**src/rtl/mesh_xy_router.sv**
```systemverilog
module mesh_xy_router #(
  parameter int MESH_W     = 4,
  parameter int MESH_H     = 4,
  parameter int NODE_ID    = 5,
  parameter int FLIT_W     = 34,
  parameter int FIFO_DEPTH = 4
) (
  input  logic                   clk,
  input  logic                   rst_n,
  input  logic [4:0][FLIT_W-1:0] in_flit,
  input  logic [4:0]             in_valid,
  output logic [4:0]             in_ready,
  output logic [4:0][FLIT_W-1:0] out_flit,
  output logic [4:0]             out_valid,
  input  logic [4:0]             out_ready
);
  localparam int NP    = 5;
  localparam int ID_W  = $clog2(MESH_W*MESH_H);
  localparam int PTR_W = $clog2(FIFO_DEPTH);
  localparam int CNT_W = $clog2(FIFO_DEPTH+1);
  localparam int MY_X  = NODE_ID % MESH_W;
  localparam int MY_Y  = NODE_ID / MESH_W;

  function automatic logic [2:0] route(input logic [ID_W-1:0] d);
    int dx, dy;
    dx = int'(d) % MESH_W;
    dy = int'(d) / MESH_W;
    if (dx > MY_X)      return 3'd3;
    else if (dx < MY_X) return 3'd4;
    else if (dy > MY_Y) return 3'd2;
    else if (dy < MY_Y) return 3'd1;
    else                return 3'd0;
  endfunction

  logic [FLIT_W-1:0]         mem [NP][FIFO_DEPTH];
  logic [NP-1:0][PTR_W-1:0]  rd_q, wr_q;
  logic [NP-1:0][CNT_W-1:0]  cnt_q;
  logic [NP-1:0]             busy_q;
  logic [NP-1:0][2:0]        owner_q, rr_q;

  logic [NP-1:0][FLIT_W-1:0] head;
  logic [NP-1:0][2:0]        want, grant_in, sel;
  logic [NP-1:0]             nonempty, holds, grant_v, pop;

  always_comb begin
    for (int i = 0; i < NP; i++) begin
      head[i]     = mem[i][rd_q[i]];
      nonempty[i] = cnt_q[i] != '0;
      want[i]     = route(head[i][ID_W-1:0]);
      in_ready[i] = cnt_q[i] != CNT_W'(FIFO_DEPTH);
      holds[i]    = 1'b0;
      for (int o = 0; o < NP; o++)
        if (busy_q[o] && owner_q[o] == 3'(i)) holds[i] = 1'b1;
    end
    pop = '0;
    for (int o = 0; o < NP; o++) begin
      grant_v[o]  = 1'b0;
      grant_in[o] = 3'd0;
      for (int k = 0; k < NP; k++) begin
        int idx;
        idx = (int'(rr_q[o]) + k) % NP;
        if (!grant_v[o] && !busy_q[o] && nonempty[idx] && !holds[idx] &&
            head[idx][FLIT_W-2] && want[idx] == 3'(o)) begin
          grant_v[o]  = 1'b1;
          grant_in[o] = 3'(idx);
        end
      end
      sel[o]       = busy_q[o] ? owner_q[o] : grant_in[o];
      out_valid[o] = busy_q[o] ? nonempty[owner_q[o]] : grant_v[o];
      out_flit[o]  = head[sel[o]];
      if (out_valid[o] && out_ready[o]) pop[sel[o]] = 1'b1;
    end
  end

  always_ff @(posedge clk) begin
    for (int i = 0; i < NP; i++)
      if (in_valid[i] && in_ready[i]) mem[i][wr_q[i]] <= in_flit[i];
  end

  always_ff @(posedge clk or negedge rst_n) begin
    if (!rst_n) begin
      rd_q    <= '0;
      wr_q    <= '0;
      cnt_q   <= '0;
      busy_q  <= '0;
      owner_q <= '0;
      rr_q    <= '0;
    end else begin
      for (int i = 0; i < NP; i++) begin
        if (in_valid[i] && in_ready[i])
          wr_q[i] <= (wr_q[i] == PTR_W'(FIFO_DEPTH-1)) ? '0 : wr_q[i] + 1'b1;
        if (pop[i])
          rd_q[i] <= (rd_q[i] == PTR_W'(FIFO_DEPTH-1)) ? '0 : rd_q[i] + 1'b1;
        cnt_q[i] <= cnt_q[i] + CNT_W'(in_valid[i] && in_ready[i]) - CNT_W'(pop[i]);
      end
      for (int o = 0; o < NP; o++) begin
        if (grant_v[o]) begin
          busy_q[o]  <= 1'b1;
          owner_q[o] <= grant_in[o];
          rr_q[o]    <= (grant_in[o] == 3'(NP-1)) ? 3'd0 : grant_in[o] + 3'd1;
        end
        if (out_valid[o] && out_ready[o] && out_flit[o][FLIT_W-1]) busy_q[o] <= 1'b0;
      end
    end
  end

  for (genvar o = 0; o < NP; o++) begin : g_out_chk

    hold_stable_chk: assert property (@(posedge clk) disable iff (!rst_n)
      out_valid[o] && !out_ready[o] |=> out_valid[o] && $stable(out_flit[o]));

    xy_dir_chk: assert property (@(posedge clk) disable iff (!rst_n)
      out_valid[o] && out_flit[o][FLIT_W-2] |-> route(out_flit[o][ID_W-1:0]) == 3'(o));

    body_locked_chk: assert property (@(posedge clk) disable iff (!rst_n)
      out_valid[o] && !out_flit[o][FLIT_W-2] |-> busy_q[o]);
  end

  for (genvar i = 0; i < NP; i++) begin : g_in_chk
    logic [NP-1:0] from_i;
    always_comb
      for (int o = 0; o < NP; o++) from_i[o] = out_valid[o] && sel[o] == 3'(i);

    one_path_chk: assert property (@(posedge clk) disable iff (!rst_n) $onehot0(from_i));
  end

  if (MY_X == 0) begin : g_w_edge

    west_edge_chk: assert property (@(posedge clk) disable iff (!rst_n) !out_valid[4]);
  end
  if (MY_X == MESH_W-1) begin : g_e_edge

    east_edge_chk: assert property (@(posedge clk) disable iff (!rst_n) !out_valid[3]);
  end
  if (MY_Y == 0) begin : g_n_edge

    north_edge_chk: assert property (@(posedge clk) disable iff (!rst_n) !out_valid[1]);
  end
  if (MY_Y == MESH_H-1) begin : g_s_edge

    south_edge_chk: assert property (@(posedge clk) disable iff (!rst_n) !out_valid[2]);
  end
endmodule

```
**config.mk**
```make
export PLATFORM = sky130hd
export DESIGN_NAME = mesh_xy_router
export DESIGN_NICKNAME = d
export VERILOG_FILES = /design/src/rtl/mesh_xy_router.sv
export SDC_FILE = /design/constraint.sdc
export NUM_CORES = 1
export LEC_CHECK = 0
export ABC_CLOCK_PERIOD_IN_PS = 9000
export BUFFER_PORTS_ARGS = -buffer_cell sky130_fd_sc_hd__buf_4
export CAP_MARGIN = 25
export CORE_UTILIZATION = 33
export CTS_CLUSTER_SIZE = 40
export DETAILED_ROUTE_END_ITERATION = 8
export PLACE_DENSITY_LB_ADDON = 0.05
export SETUP_SLACK_MARGIN = 0.1
export SLEW_MARGIN = 20
export SYNTH_ARGS = -nofsm -noshare
export SYNTH_HDL_FRONTEND = slang
export SYNTH_SLANG_ARGS = --single-unit
```
**constraint.sdc**
```tcl
create_clock -name clk -period 9 [get_ports clk]
set_input_delay 0 -clock clk [delete_from_list [all_inputs] [get_ports clk]]
set_output_delay 0 -clock clk [all_outputs]
set_load 0.02 [all_outputs]
```
==> results.toml <==
[setup_path]
crit_end = "out_flit[65]"
reg2reg_slack_ns = 1.27
cp-end-kind = "output pin"
crit_buf_inv = 7
r2r_end = "cnt_q[11]$_DFF_PN0_"
reg2reg_depth = 25
critPathLaunchType = "flip-flop"
max_stage_delay_ns = 0.61
path_cells = "inv_1 -> ha_1 -> inv_1 -> ha_1 -> inv_1 -> ha_1 -> nor3_1 -> nor2_1 -> xnor2_1 -> inv_1 -> ha_1 -> nand2b_1 -> a221oi_1 -> nor2_1 -> or2_2 -> o211ai_1 -> a311oi_1 -> a2bb2oi_1 -> a2bb2oi_4 -> buf_4 -> nand2_1 -> buf_4 -> o22ai_1 -> buf_4"
critPathMaxFanout = 33
critical-path-top-delay-family = "compound AO/OA/AOI/OAI gates"
cp_data_required_time_ns = 9.00
crit_path_top_delay_cell = "buf_4"
crit_arrival_ns = 8.18
critPathKind = "reg2out"
critPathLaunch = "rr_q[4]$_DFFE_PN0N_"
worstReg2RegStart = "rr_q[7]$_DFFE_PN0N_"
path_depth = 24

[cells_and_area]
fillers = 12660
syn2layout_area_growth_pct = 22.03
fin_nets = 4476
drive_gt1_share_pct = 20.80

[route]
firstDrtPassIters = 6
drc_errors = 0
ant_nets = 0
wl_per_cell_um = 28.38
routed_wl_mm = 169.6
route.vias.total = 33860
drt-vias-per-instance = 5.667
first_iter_violations = 2903

[timing]
worst_pin_slew_ns = 1.111
finalCritPeriodShare_pct = 90.87
slew_violations = 0
fmax_ghz = 0.1223
relSlewSlack_pct = 25.94
period_needed_ns = 8.178
setup_tns_ns = 0
hold_viol = 0
setup_viol = 0
rsz0062_at_grt = "no"
fin_worst_skew_ns = 0.05512

[status]
status = "finished clean"

[grt]
grt_pass1_wl_mm = 242.1
grt_pass1_vias = 33180
grt-ovfl-total = 0
grtUsageTotal_pct = 24.53
grt_max_degree = 85
antenna_found_initial = 8

[yosys]
synth.distinct_cells = 102
synthXorXnorAreaFrac_pct = 1.070
avgSynthCellArea_um2 = 12.14
synth_warnings = 0
synth_area_leader_cell = "edfxtp_1"
synth-simple-area-share_pct = 11.21
synth_seq_cells = 750
synthArstFlopShare_pct = 9.333
ys_seq_area_share_pct = 50.17
yosysMostFrequentCell = "edfxtp_1"
mappedNetlistNets = 3970
synth_edf_count = 680
synthAdderAreaFrac_pct = 4.247
synth_mux_area_share_pct = 17.10
netlist_instances = 3641
synthFlopType = "edfxtp_1"
syn-cell-area_mm2 = 0.04419
synth_area_leaders = "edfxtp_1 (46%), mux4_2 (9.0%), mux2i_1 (7.0%)"
synth_top_family_by_area = "multiplexers"
synth_compound_area_share_pct = 12.96
synth_top_area_share_pct = 46.20
netlist_top_cells_count = "edfxtp_1 (680), mux2i_1 (307), nor2_1 (223), nand2_1 (202), mux4_2 (177)"

[floorplanning]
ios = 362
dieWidth_um = 368.0
start_util_pct = 33.45
fp.dieArea_mm2 = 0.1354
num_rows = 133
core_mm2 = 0.1321
die_y_um = 368.0

[clock_network]
clk_pin_slew_worst_paths_ns = 0.06
clk_latency_ns = 0.71
cts_setup_buffers = 0
htreeDepth = 3
cts_buffer_depth = 3
cts_buffers = 87
cts_root_buf = "clkbuf_16"
post_cts_resized = 0
tritoncts = "built"
cts_hold_buf = 215
cts_sinks = 750

[placement]
port_buffers = 361
gp_congestion = 0.9155
dp_hpwl_mm = 122.6

[worst_hold_path]
min_path_type = "in2reg"

[run]
maxCapViolations = 0
[registers in the layout (all words and copies together), names as in the netlist]
| signal | flops |
|---|---|
| owner_q | 15 |
| mem | 680 |
| rr_q | 15 |
| busy_q | 5 |
| cnt_q | 15 |
| wr_q | 10 |
| rd_q | 10 |
[layout make-up]
type                            instances  area, um^2  area share (%)
Multi-Input combinational cell       2535       20780           38.53
Antenna cell                            3       7.507         0.01392
Timing Repair Buffer                  651        5530           10.25
Tap cell                             1755        2196           4.071
Sequential cell                       750       22180           41.13
Inverter                              122       457.9          0.8491
Clock buffer                          111        2267           4.204
Clock inverter                         48       511.7          0.9488
[cell usage in the layout (no fill, tap or decap), types with 14 or more instances in the layout]
cell type and instances:
edfxtp_1 680, buf_4 429, mux2i_1 306, nor2_1 223
dlygate4sd3_1 214, nand2_1 199, mux4_2 177, a21oi_1 159
o21ai_0 152, ha_1 142, o22ai_1 118, inv_1 115
a31oi_1 89, clkbuf_16 87, nor3_1 75, dfrtp_1 60
nand3_1 59, and3_1 51, xnor2_1 48, nor2b_1 45
mux2_2 37, nand2b_1 36, o22a_1 33, a22oi_1 32
a211oi_1 30, a21o_1 28, or3_1 25, and2_1 24
nand4_1 24, o211ai_1 24, clkbuf_1 24, nor4_1 23
nand3b_1 20, and3_2 20, or2_2 19, o21a_1 17
clkinv_1 15, clkinv_2 15, nor3b_1 14
[metrics by stage]
step	area, um^2	setup WS, ns	util [%]	hold WS [ns]	std cells
after floorplan	44190	2.483	-	-0.2956	3641
after global placement	48860	1.401	36.98	0.06166	5592
after detailed placement	48900	1.204	37.01	0.05406	5594
after CTS	53850	0.9879	40.75	0.0007546	5968
after global routing	53930	0.3807	40.82	0.01477	5974
final	53930	0.8216	40.82	0.05009	5975
[per-layer routing]
layer	routed length, um	share of wire, %	up-vias	GRT usage [%]
met5	59	0.035	-	0
met4	4372	2.6	8	6.463
met3	11190	6.6	226	5.633
met2	82630	49	1083	41.38
met1	71340	42	17180	31.49
li1	-	-	15360	-
[worst reg2reg max path: cells and delay by family (launching register included)]
kind | cells | cell delay (ns)
XOR/XNOR | 2 | 0.32
AO/OA/AOI/OAI | 4 | 1.08
AND/OR/NAND/NOR | 6 | 2.24
multiplexers | 1 | 0.57
buffers and inverters | 6 | 0.80
adder cells (fa/ha/maj) | 6 | 2.01
flip-flops | 1 | 0.61
[kinds of logic after synthesis]
| group | count (synthesis) |
|---|---|
| xor gates and xnor gates | 54 |
| muxes | 528 |
| adders and majority gates | 147 |
| and+or+nand+nor | 945 |
| buffers and inverters | 356 |
| DFF | 750 |
| AOI/OAI and AO/OA | 861 |
[worst min-delay path by stage]
stage,from,endpoint,slack [ns],cells past startpoint
floorplan,rst_n,busy_q[0]$_DFFE_PN0P_,-0.30,0
global placement,rst_n,rr_q[9]$_DFFE_PN0N_,0.06,1
detailed placement,rst_n,rr_q[10]$_DFFE_PN0N_,0.05,1
CTS,in_flit[46],mem[0][250]$_DFFE_PP_,0.0008,2
global route,in_flit[87],mem[0][291]$_DFFE_PP_,0.01,2
finish,in_flit[87],mem[0][291]$_DFFE_PP_,0.05,2
Power is not shown: default switching activity piles up to over one toggle a cycle in this logic, so the estimate is an artifact.
